$ cat src/rtl/rmv_pkg.sv
package rmv_pkg;
  typedef enum logic [2:0] {
    RSN_OK    = 3'd0,
    RSN_QP    = 3'd1,
    RSN_SEQ   = 3'd2,
    RSN_KEY   = 3'd3,
    RSN_RANGE = 3'd4,
    RSN_PERM  = 3'd5
  } reason_e;

  localparam logic OP_WRITE = 1'b0;
  localparam logic OP_READ  = 1'b1;
endpackage

$ cat src/rtl/rmv_region_table.sv
module rmv_region_table #(
  parameter int NUM_REG = 4,
  parameter int ADDR_W  = 32,
  parameter int LEN_W   = 16,
  parameter int KEY_W   = 16,
  localparam int IDX_W  = (NUM_REG > 1) ? $clog2(NUM_REG) : 1,
  localparam int EXT_W  = ADDR_W + 1
) (
  input  logic              clk,
  input  logic              rst_n,
  input  logic              cfg_we,
  input  logic [IDX_W-1:0]  cfg_idx,
  input  logic [ADDR_W-1:0] cfg_base,
  input  logic [LEN_W-1:0]  cfg_len,
  input  logic [KEY_W-1:0]  cfg_key,
  input  logic              cfg_rd,
  input  logic              cfg_wr,
  input  logic              cfg_valid,
  input  logic [KEY_W-1:0]  look_key,
  input  logic [ADDR_W-1:0] look_vaddr,
  input  logic [LEN_W-1:0]  look_len,
  input  logic              look_op,
  output logic              key_hit,
  output logic              range_ok,
  output logic              perm_ok
);
  import rmv_pkg::*;

  localparam logic [EXT_W-1:0] SPACE_TOP = EXT_W'(1) << ADDR_W;

  logic [NUM_REG-1:0] key_eq;
  logic [NUM_REG-1:0] in_range;
  logic [NUM_REG-1:0] allowed;
  logic [NUM_REG-1:0] sel;
  logic [EXT_W-1:0]   req_end;
  logic               wraps;

  assign req_end = {1'b0, look_vaddr} + EXT_W'(look_len);
  assign wraps   = req_end > SPACE_TOP;

  always_comb begin
    sel = '0;
    for (int i = 0; i < NUM_REG; i++) begin
      if (key_eq[i] && (sel == '0)) sel[i] = 1'b1;
    end
  end

  assign key_hit  = |key_eq;
  assign range_ok = |(sel & in_range);
  assign perm_ok  = |(sel & allowed);

  generate
    for (genvar i = 0; i < NUM_REG; i++) begin : g_mr
      logic              vld_q;
      logic [ADDR_W-1:0] base_q;
      logic [LEN_W-1:0]  len_q;
      logic [KEY_W-1:0]  key_q;
      logic              rd_q;
      logic              wr_q;
      logic [EXT_W-1:0]  reg_end;

      assign reg_end     = {1'b0, base_q} + EXT_W'(len_q);
      assign key_eq[i]   = vld_q && (key_q == look_key);
      assign in_range[i] = !wraps && (look_vaddr >= base_q) && (req_end <= reg_end);
      assign allowed[i]  = (look_op == OP_READ) ? rd_q : wr_q;

      always_ff @(posedge clk or negedge rst_n) begin
        if (!rst_n) begin
          vld_q  <= 1'b0;
          base_q <= '0;
          len_q  <= '0;
          key_q  <= '0;
          rd_q   <= 1'b0;
          wr_q   <= 1'b0;
        end else if (cfg_we && (cfg_idx == IDX_W'(i))) begin
          vld_q  <= cfg_valid;
          base_q <= cfg_base;
          len_q  <= cfg_len;
          key_q  <= cfg_key;
          rd_q   <= cfg_rd;
          wr_q   <= cfg_wr;
        end
      end
    end
  endgenerate
endmodule

$ cat config.mk
export PLATFORM = sky130hd
export DESIGN_NAME = rmv_region_table
export DESIGN_NICKNAME = d
export VERILOG_FILES = /design/src/rtl/rmv_pkg.sv /design/src/rtl/rmv_region_table.sv
export SDC_FILE = /design/constraint.sdc
export NUM_CORES = 1
export LEC_CHECK = 0
export BUFFER_PORTS_ARGS = -buffer_cell sky130_fd_sc_hd__buf_2
export CORE_ASPECT_RATIO = 1.25
export CORE_MARGIN = 4
export CORE_UTILIZATION = 34
export CTS_CLUSTER_SIZE = 30
export DETAILED_ROUTE_END_ITERATION = 10
export PLACE_DENSITY = 0.61
export SKIP_CTS_REPAIR_TIMING = 1
export SYNTH_ARGS = -nofsm -noshare
export SYNTH_HDL_FRONTEND = slang
export SYNTH_SLANG_ARGS = --single-unit
$ cat constraint.sdc
create_clock -name clk -period 10.5 [get_ports clk]
set_input_delay 2.1 -clock clk [delete_from_list [all_inputs] [get_ports clk]]
set_output_delay 2.1 -clock clk [all_outputs]
set_load 0.05 [all_outputs]
; Word level (Yosys, flattened, before mapping)
; Cells that the tools add are included.
[totals]
rom_bits = 0
latch_bits = 0
ramBits = 0
inputBits = 137
output_inout_bits = 3
regBits = 268
memories = 0
[classes]
add_sub_neg = 5
mux = 8
n_bitwise = 3
shift = 0
multipliers = 0
div_mod_pow = 0
n_reduce_logical = 26
eq_ne = 7
n_lt_le_gt_ge = 9
[op_table]
columns = operator, n
row1 = $add 32x16->33, 5
row2 = $le 33x33->1, 4
row3 = $ge 32x32->1, 4
row4 = $eq 16x16->1, 4
row5 = $gt 33x33->1 const B, 1
row6 = $logic_and 1x1->1, 19
row7 = $reduce_or 4->1, 3
row8 = $and 4x4->4, 2
row9 = $mux 1, 8
row10 = $eq 2x2->1 const B, 2
row11 = $logic_not 2->1, 2
row12 = $logic_not 3->1, 1
row13 = $eq 2x1->1 const B, 1
row14 = $logic_not 1->1, 1
row15 = $not 1->1, 1

; Longest topological paths before layout
; Gate-level depths: netlist (run 1).
[depth]
ltp_word = 14
depth_mapped = 24
mapped_depth_nobuf = 24

; Worst setup path after synthesis (run 1)
; OpenSTA, ideal clock, no wires.
[synth_path]
path_kind = input to output
start = input port look_vaddr[0]
end = output port range_ok
arrival_time_ns = 7.093
path_stages = 20
slack_ns = 1.307
path_buffers = 0
cell_sequence = ha_1 -> fa_1 -> a211oi_2 -> o211ai_1 -> a21boi_2 -> nor2_1 -> nor3_1 -> xnor2_1 -> ha_1 -> and3_1 -> nand3_1 -> nor3_1 -> o21ai_0 -> a21oi_1 -> a2111o_1 -> maj3_1 -> a2111oi_0 -> nor4_1 -> or4_1 -> a41oi_1
[synth_between]
elab_chain_cells = 7
[synth_lines]
columns = element, line
row1 = "start, declared", rmv_region_table.sv:20  ; input logic [ADDR_W-1:0] look_vaddr,
row2 = $add 32x16->33, rmv_region_table.sv:38  ; assign req_end = {1'b0, look_vaddr} + EXT_W'(look_len);
row3 = $gt 33x33->1, rmv_region_table.sv:39  ; assign wraps = req_end > SPACE_TOP;
row4 = $logic_not 1->1, rmv_region_table.sv:64  ; assign in_range[i] = !wraps && (look_vaddr >= base_q) && (req_end <= reg_end);
row5 = $logic_and 1x1->1 (2 in a row), rmv_region_table.sv:64
row6 = $and 4x4->4 (*), rmv_region_table.sv:49  ; assign range_ok = |(sel & in_range);
row7 = $reduce_or 4->1 (*), rmv_region_table.sv:49
row8 = "end, declared", rmv_region_table.sv:24  ; output logic range_ok,
; Every way passes the cells marked *; elsewhere a longest branch is shown, timed or not.

; Worst setup path in the final report (run 1)
[layout_path]
start = input port look_vaddr[3]
end = output port range_ok
; The elaborated chain is that of the path after synthesis.

==> results.yml, run 1 <==
routing:
  first_iter_violations: 1125
  first_pass_iters: 5
  via_per_inst: 5.39
  vias: 17400
  route.detailed.drc: 0
  post_drt_wl_per_cell_um: 21.7
  drt_wl_total_um: 69700
  postRouteAntennaNets: 0
cts:
  clock_sink_count: 268
  clk_latency_ns: 0.58
  numCtsBuffers: 30
  clk_path_buf_depth: 3
  cts_tree: "built"
  htreeDepth: 1
  clkTransAtPathRegs_ns: 0.06
  cts_root_buffer: "clkbuf_16"
worst_setup_path:
  worst_setup_path_end_kind: "output pin"
  crit_type: "input pin to output pin"
  cpPeakStageDelay_ns: 0.54
  cpMaxStageDelayCell: "o21ai_0"
  reg2regPathDepth: 2
  cp_common_cell: "o21ai_0"
  arrival_ns: 8.06
  path_max_fanout: 5
  start_kind: "input pin"
  crit_required_ns: 8.40
timing:
  fin_setup_tns_ns: 0
  worstMarginPinSlew_ns: 1.12
  maxSlewViolCount: 0
  post-route-period-util_pct: 96.7
  slew_headroom_pct: 23.1
  setup_violations: 0
  min_period_ns: 10.16
  hold_viol_final: 0
  rsz0062_at_grt: "no"
  setup_ws_ns: 0.342
  skew_ns: 0
  max_freq_mhz: 98.4
cells_and_area:
  stdcell_area_mm2: 0.0245
  fillers: 6342
  drive_gt1_share_pct: 19.8
  seq_area_mm2: 0.00671
  layout_common_cells: "332 x ha_1, 268 x dfrtp_1, 238 x mux2_2, 169 x xnor2_1, 164 x inv_1"
  areaGrowthSynthToFinish_pct: 12.9
  multiInputGateArea_mm2: 0.0142
  final_common_cell: "ha_1"
  fin_nets: 2829
global_routing:
  antenna_found_initial: 11
  grt_max_degree: 81
  grt_pass1_wl_um: 107000
  grt.total_usage_pct: 20.3
  overflow: 0
  grt_pass1_vias: 18000
synth:
  synth_edf_count: 0
  netlist_area_mm2: 0.0217
  postSynthAreaPerCell_um2: 9.83
  synthAdderAreaFrac_pct: 19.7
  syn-instance-count: 2207
  synth-seq-area-share_pct: 30.9
  synthXorXnorAreaFrac_pct: 8.71
  ys.flop_type: "dfrtp_1"
  synth_top_family_by_area: "adder cells"
  ys_warn_count: 0
  async_flop_share_pct: 100
  synth.distinct_cells: 75
  synth_seq_cells: 268
  yosys.area_share.simple_pct: 11.2
  synth_compound_area_share_pct: 13.3
  synth_fp_nets: 2681
  synth.area.mux_share_pct: 12.5
pwr:
  p_int_mw: 2.83
  finalPower_mw: 4.72
  power.switching_mw: 1.89
  p_seq_share_pct: 29.5
  leakagePower_nw: 11.1
  p_clk_share_pct: 23.1
  switching_share_pct: 40.0
  worst_ir_drop_vdd_v: 0.000122
  power_density_mw_per_mm2: 193
  power_frac_comb_pct: 47.4
floorplan:
  row_count: 103
  core_mm2: 0.0631
  io_pins: 140
  die_width_um: 234
  die_h_um: 290
  dieArea_mm2: 0.0680
  initial_utilization_pct: 34.4
min_path:
  whs_path_depth: 1
  hp-class: "flop to flop"
place:
  dp.final_hpwl_um: 56500
  port-buffer-count: 139
  pre_cts_slack_ns: 0.463
  place_congestion: 0.933
  placed_area_mm2: 0.0235
flow_run:
  maxCapViolCount: 0
status:
  status: "finished clean"
## critical path, delay by kind of cell
kind                     cells  cell delay [ns]
AND/OR/NAND/NOR              5             0.91
AO/OA/AOI/OAI               13             3.32
adder cells (fa/ha/maj)      2             0.61
buffers and inverters        4             0.88
XOR/XNOR                     1             0.21
## state kept, by name, indices dropped and copies added (netlist names)
| signal | flops |
|---|---|
| g_mr.key_q | 64 |
| g_mr.len_q | 64 |
| g_mr.wr_q | 4 |
| g_mr.base_q | 128 |
| g_mr.vld_q | 4 |
| g_mr.rd_q | 4 |
## routing by layer
layer | track usage, % | vias up | routed length, um
li1 | - | 8328 | -
met1 | 25.8 | 8495 | 29600
met2 | 34.3 | 389 | 33700
met3 | 3.55 | 134 | 3450
met4 | 7.55 | 10 | 2910
met5 | 0 | - | 57
## power groups by stage
stage | Combinational, mW | Sequential [mW] | Clock (mW)
5_1_grt | 2.50 | 1.41 | 1.16
2_1_floorplan | 1.54 | 1.34 | 0
4_1_cts | 2.22 | 1.39 | 1.12
6_report | 2.24 | 1.39 | 1.09
3_5_place_dp | 2.21 | 1.41 | 0
3_3_place_gp | 2.16 | 1.40 | 0
## cell type report
type                            instances  area share [%]
Clock inverter                         11           0.664
Clock buffer                           40            3.50
Antenna cell                            6          0.0613
Tap cell                              840            4.29
Timing Repair Buffer                  161            3.55
Sequential cell                       268            27.4
Inverter                              164            2.51
Multi-Input combinational cell       1730            58.0
## synth_stat cells, types with 17 or more instances
| master | instances | area, um2 |
|---|---|---|
| clkbuf_1 | 32 | 120 |
| nand2b_1 | 21 | 131 |
| nand3_1 | 64 | 320 |
| nand4_1 | 52 | 325 |
| nor3_1 | 33 | 165 |
| a21o_1 | 65 | 488 |
| a211oi_1 | 25 | 188 |
| xor2_1 | 43 | 377 |
| a21oi_1 | 129 | 646 |
| xnor2_1 | 169 | 1480 |
| nor2b_1 | 17 | 106 |
| nor2_1 | 75 | 282 |
| nor4_1 | 19 | 119 |
| inv_1 | 164 | 616 |
| o21ai_0 | 115 | 576 |
| mux2_2 | 238 | 2680 |
| dfrtp_1 | 268 | 6710 |
| ha_1 | 332 | 4150 |
| nand2_1 | 135 | 507 |
## cells by family (layout without fill, tap and decap cells)
family,Yosys count,after routing
simple gates,482,482
compound gates,453,453
fa+ha+maj,340,340
flops,268,268
mux,241,241
xor+xnor,214,214
buf+inv,209,376
other cells,0,6
## through the flow
stage	hold slack, ns	instances	util, %
after global routing	0.515	3217	38.8
after floorplan	0.474	2207	-
after global placement	0.483	3163	37.2
final	0.504	3220	38.8
after detailed placement	0.493	3163	37.2
after CTS	0.506	3214	38.8
## final timing paths
kind | start | to | slack [ns]
setup / recovery | look_vaddr[3] | range_ok | 0.34
hold / removal | g_mr[0].wr_q | g_mr[0].wr_q | 0.50
setup reg to reg | g_mr[0].base_q[22] | g_mr[0].base_q[22] | 9.59
hold reg to reg | g_mr[0].wr_q | g_mr[0].wr_q | 0.50
max in group asynchronous | rst_n | g_mr[3].key_q[12] | 6.86
min in group asynchronous | rst_n | g_mr[2].base_q[6] | 1.49
(Power assumes the default switching activity.)
==> inputs of run 2 (changes only) <==
--- a/config.mk
+++ b/config.mk
@@ -9,7 +9,7 @@
 export CORE_ASPECT_RATIO = 1.25
 export CORE_MARGIN = 4
 export CORE_UTILIZATION = 34
-export CTS_CLUSTER_SIZE = 30
+export CTS_CLUSTER_SIZE = 14
 export DETAILED_ROUTE_END_ITERATION = 10
 export PLACE_DENSITY = 0.61
 export SKIP_CTS_REPAIR_TIMING = 1
==> constraint.sdc (replaced) <==
create_clock -name clk -period 10.65 [get_ports clk]
set_input_delay 2.13 -clock clk [delete_from_list [all_inputs] [get_ports clk]]
set_output_delay 2.13 -clock clk [all_outputs]
set_load 0.05 [all_outputs]
==> run 2 against run 1 <==
First-iteration DRC count grew 2.0%; critical path depth shrank 3; utilization grew 0.077 points; count of clock-buffer cells in the layout grew 3; setup slack lost 0.017 ns; flip-flop and latch count is the same; final cell count grew 0.19%; global-route usage shrank 0.19 points; sequential share of layout area shrank 0.054 points; cell area grew 0.20%; routed wire length shrank 0.27%.
==> results.yml, run 2 (synthesized netlist as in run 1, its figures left out) <==
timing:
  skew_ns: 0
  maxSlewViolCount: 0
  hold_viol_final: 0
  post-route-period-util_pct: 96.9
  max_freq_mhz: 96.9
  rsz0062_at_grt: "no"
  min_period_ns: 10.32
  slew_headroom_pct: 25.4
  hold-worst-slack_ns: 0.506
  worstMarginPinSlew_ns: 1.09
  fin_setup_tns_ns: 0
  setup_ws_ns: 0.325
  setup_violations: 0
pwr:
  power_density_mw_per_mm2: 191
  worst_ir_drop_vdd_v: 0.000138
  leakagePower_nw: 11.2
  finalPower_mw: 4.70
global_routing:
  antenna_found_initial: 11
  overflow: 0
  grt_pass1_wl_um: 106000
  use_met1_pct: 25.8
  grtUsageMet2_pct: 33.8
  grt_pass1_vias: 17900
  grt.total_usage_pct: 20.1
  busiest_layer: "met2"
  grt_max_degree: 81
  use_met3_pct: 3.47
routing:
  postRouteAntennaNets: 0
  drt_wl_total_um: 69600
  first_iter_violations: 1148
  vias: 17500
  route.detailed.drc: 0
  post_drt_wl_per_cell_um: 21.6
  first_pass_iters: 5
  via_per_inst: 5.41
floorplan:
  die_width_um: 234
  io_pins: 140
  core_mm2: 0.0631
  initial_utilization_pct: 34.4
  row_count: 103
  dieArea_mm2: 0.0680
  die_h_um: 290
cts:
  numCtsBuffers: 30
  cts_root_buffer: "clkbuf_16"
  clock_sink_count: 268
  clkTransAtPathRegs_ns: 0.07
  htreeDepth: 1
  clk_latency_ns: 0.59
  cts_tree: "built"
  clk_path_buf_depth: 3
place:
  place_congestion: 0.945
  dp.final_hpwl_um: 56400
  port-buffer-count: 139
  pre_cts_slack_ns: 0.477
worst_setup_path:
  crit_required_ns: 8.52
  crit_type: "input pin to output pin"
  arrival_ns: 8.19
  worst_setup_path_end_kind: "output pin"
  start_kind: "input pin"
  path_max_fanout: 5
cells_and_area:
  areaGrowthSynthToFinish_pct: 13.1
  fillers: 6292
  layout_common_cells: "332 x ha_1, 268 x dfrtp_1, 238 x mux2_2, 169 x xnor2_1, 164 x inv_1"
  largest_reg_flops: 128
  final_common_cell: "ha_1"
  drive_gt1_share_pct: 19.9
  fin_nets: 2828
  regMostFlops: "g_mr.base_q"
  reg.largest.list: "g_mr.base_q x128, g_mr.key_q x64, g_mr.len_q x64"
  fin_util_pct: 38.9
status:
  status: "finished clean"
flow_run:
  maxCapViolCount: 0
min_path:
  hp-class: "flop to flop"
## run 2: cell types whose count changed in the layout (fill, tap and decap cells not counted), sizes merged
cell and delta:
buf -1, diode +2, inv +2, clkinvlp -1, clkinv +1, clkbuf +3
## run 2: critical path, cell delays in order
cell and delay, ns:
buf_2 0.14, ha_1 0.38, o21ai_0 0.13, o211ai_1 0.29, a41oi_1 0.31, o21ai_0 0.58, a21oi_1 0.14, nor2_1 0.18
nand2_1 0.09, xnor2_1 0.49, ha_1 0.35, nand3_1 0.11, nor3_1 0.08, o21ai_0 0.08, a21oi_1 0.06, a2111o_1 0.32
maj3_1 0.36, a2111oi_0 0.45, nor4_1 0.14, or4_1 0.54, a41oi_1 0.48, buf_2 0.36
## run 2: power breakdown
group	total [mW]	internal, mW	switching, mW
Sequential	1.37	1.21	0.159
Clock	1.12	0.663	0.460
Combinational	2.21	0.944	1.26
## run 2: cell type report
class / instances / area (um2) / share of cell area (%)
tap: 840 / 1050 / 4.28
clock inverter: 13 / 173 / 0.703
inverter: 164 / 616 / 2.51
multi-input combinational: 1730 / 14200 / 57.9
clock buffer: 43 / 900 / 3.67
sequential: 268 / 6710 / 27.3
timing repair buffer: 160 / 863 / 3.52
antenna: 8 / 20.0 / 0.0816
## run 2: final timing paths
path	start	to	slack [ns]	cells past startpoint
max	look_vaddr[2]	range_ok	0.33	22
max reg2reg	g_mr[0].base_q[22]	g_mr[0].base_q[22]	9.74	2
min in group asynchronous	rst_n	g_mr[2].base_q[6]	1.48	1
min	g_mr[3].base_q[26]	g_mr[3].base_q[26]	0.51	1
min reg2reg	g_mr[3].base_q[26]	g_mr[3].base_q[26]	0.51	1
max in group asynchronous	rst_n	g_mr[0].key_q[7]	6.96	3
## run 2: routing by layer
layer | vias up | wire length (um) | part of all wire [%]
li1 | 8339 | - | -
met1 | 8513 | 29300 | 42
met2 | 480 | 33400 | 48
met3 | 126 | 3960 | 5.7
met4 | 6 | 2840 | 4.1
met5 | - | 34 | 0.049
## run 2: metrics by stage
stage,instance area [um2],std cells
floorplan,21700,2207
global placement,23500,3162
detailed placement,23500,3162
CTS,24500,3218
global route,24500,3223
finish,24500,3226
==> inputs of run 3 (changes only) <==
--- a/config.mk
+++ b/config.mk
@@ -5,6 +5,7 @@
 export SDC_FILE = /design/constraint.sdc
 export NUM_CORES = 1
 export LEC_CHECK = 0
+export ABC_AREA = 1
 export BUFFER_PORTS_ARGS = -buffer_cell sky130_fd_sc_hd__buf_2
 export CORE_ASPECT_RATIO = 1.25
 export CORE_MARGIN = 4
==> run 3 against run 2 <==
First-iteration DRC count rose by 30%; clock power up 9%; routed wire length grew 13%; highest routed layer unchanged; register-to-register slack improved by 0.06 ns; sequential share of layout area is 0.84 points lower; worst hold slack worse by 0.023 ns; die area up 3.5%; largest power group unchanged; synthesized area rose by 3.7%; setup slack better by 1.7 ns; via count grew 17%.
==> results.yml, run 3 <==
cells_and_area:
  regMostFlops: "g_mr.base_q"
  areaGrowthSynthToFinish_pct: 12.6
  largest_reg_flops: 128
  fin_nets: 3579
  final_common_cell: "nand2_1"
  stdcell_area_mm2: 0.0253
  layout_common_cells: "729 x nand2_1, 358 x inv_1, 339 x o21ai_0, 332 x ha_1, 268 x dfrtp_1"
  reg.largest.list: "g_mr.base_q x128, g_mr.key_q x64, g_mr.len_q x64"
  drive_gt1_share_pct: 9.30
  diodes: 0
pwr:
  power_density_mw_per_mm2: 174
  leakagePower_nw: 12.7
  worst_ir_drop_vdd_v: 0.000121
  finalPower_mw: 4.40
synth:
  async_flop_share_pct: 100
  ys_top_cells_by_count: "729 x nand2_1, 358 x inv_1, 339 x o21ai_0"
  ys.flop_type: "dfrtp_1"
  syn-instance-count: 2980
  synth.most_common_cell: "nand2_1"
  synth_seq_cells: 268
  synth.distinct_cells: 63
  synth_area_leader_cell: "dfrtp_1"
  synth_edf_count: 0
  synth-seq-area-share_pct: 29.8
  ys_warn_count: 0
  netlist_area_mm2: 0.0225
  synth_top_area_share_pct: 29.8
  postSynthAreaPerCell_um2: 7.55
  synthTopCellsByArea: "dfrtp_1 30%, ha_1 18%, nand2_1 12%"
  synth_fp_nets: 3454
timing:
  post-route-period-util_pct: 80.6
  worstMarginPinSlew_ns: 0.999
  min_period_ns: 8.58
  rsz0062_at_grt: "no"
  slew_headroom_pct: 33.4
  maxSlewViolCount: 0
  max_freq_mhz: 116
  hold_viol_final: 0
  skew_ns: 0
  fin_setup_tns_ns: 0
  setup_violations: 0
  setup_ws_ns: 2.07
routing:
  via_per_inst: 5.15
  vias: 20500
  drt_wl_total_um: 78500
  route.met3.wl_um: 3260
  first_pass_iters: 7
  post_drt_wl_per_cell_um: 19.7
  route.detailed.drc: 0
  met1_length_um: 32400
  first_iter_violations: 1491
  routed-wl-met2_um: 38700
  maxUsedRoutingLayer: "met5"
  postRouteAntennaNets: 0
cts:
  htreeDepth: 2
  clock_sink_count: 268
  cts_tree: "built"
  clk_path_buf_depth: 3
  numCtsBuffers: 34
  clkTransAtPathRegs_ns: 0.06
  cts_root_buffer: "clkbuf_16"
  clk_latency_ns: 0.54
place:
  port-buffer-count: 139
  dp.final_hpwl_um: 64000
  pre_cts_slack_ns: 2.08
  placed_area_mm2: 0.0242
  place_congestion: 1.01
min_path:
  whs_path_depth: 2
  min_from: "g_mr[2].wr_q"
  hold_end: "g_mr[2].wr_q"
  hp-class: "flop to flop"
floorplan:
  initial_utilization_pct: 34.3
  row_count: 105
  io_pins: 140
  core_mm2: 0.0656
  dieArea_mm2: 0.0704
  die_h_um: 296
  die_width_um: 238
worst_setup_path:
  crit_type: "input pin to output pin"
  timing.rr.start: "g_mr[1].base_q[17]"
  rrSetupSlack_ns: 9.80
  cp_common_cell: "nand2_1"
  worst_setup_path_end_kind: "output pin"
  arrival_ns: 6.45
  reg2regPathDepth: 2
  path_max_fanout: 5
  r2r-end: "g_mr[1].base_q[17]"
  crit_required_ns: 8.52
  cpMaxStageDelayCell: "nor4_1"
  start_kind: "input pin"
  cpPeakStageDelay_ns: 0.67
global_routing:
  grt_pass1_wl_um: 119000
  grt.total_usage_pct: 21.9
  overflow: 0
  grt_pass1_vias: 20300
  grt_max_degree: 90
  antenna_found_initial: 1
flow_run:
  maxCapViolCount: 0
status:
  status: "finished clean"
## run 3: changes by cell type after synthesis, sizes merged, moves of 58 or more
| cell | delta |
|---|---|
| a21o | -58 |
| a21oi | +67 |
| inv | +196 |
| mux2 | -236 |
| nand2 | +623 |
| nor2 | +78 |
| o21ai | +231 |
| xnor2 | -137 |
| xor2 | +73 |
## run 3: worst max path at each step
stage                   startpoint       end  slack, ns  depth (start not counted)
finish              look_vaddr[15]  range_ok       2.07                         26
global route         look_vaddr[0]  range_ok       1.68                         27
CTS                  look_vaddr[0]  range_ok       2.06                         27
detailed placement   look_vaddr[0]  range_ok       2.08                         27
global placement    look_vaddr[15]  range_ok       2.18                         26
floorplan            look_vaddr[0]  range_ok       3.04                         24
## run 3: kinds of logic after synthesis
group	after synthesis	synth area share, %
and+or+nand+nor	1151	22.0
AOI/OAI and AO/OA	652	16.2
buffers and inverters	418	6.99
adders and majority gates	337	18.9
DFF	268	29.8
xor gates and xnor gates	150	5.87
muxes	4	0.189
## run 3: critical path: cells and delay by family
family	cells	cell delay, ns
fa+ha+maj	2	0.71
buf+inv	5	0.61
simple gates	19	2.96
## run 3: per-stage QoR
step / cells / hold WS [ns] / util (%)
after floorplan: 2980 / 0.447 / -
after global placement: 3925 / 0.463 / 36.9
after detailed placement: 3925 / 0.471 / 36.9
after CTS: 3985 / 0.487 / 38.6
after global routing: 3985 / 0.509 / 38.6
final: 3985 / 0.483 / 38.6
## run 3: final cells by class
cell class                 count  area (um2)
multi-input combinational   2294       14300
timing repair buffer         147         766
inverter                     360        1350
fill                        6860       40200
clock inverter                15         193
clock buffer                  45         973
tap                          856        1070
sequential                   268        6710
## run 3: per-layer routing
metal / up-vias / track usage (%)
li1: 10300 / -
met1: 9510 / 26.2
met2: 540 / 39.5
met3: 165 / 2.28
met4: 2 / 10.4
met5: - / 0
## run 3: report_power, final
part	switching [mW]	leakage [nW]	internal (mW)
logic	1.14	8.75	0.672
registers	0.187	3.34	1.18
clock network	0.481	0.564	0.742
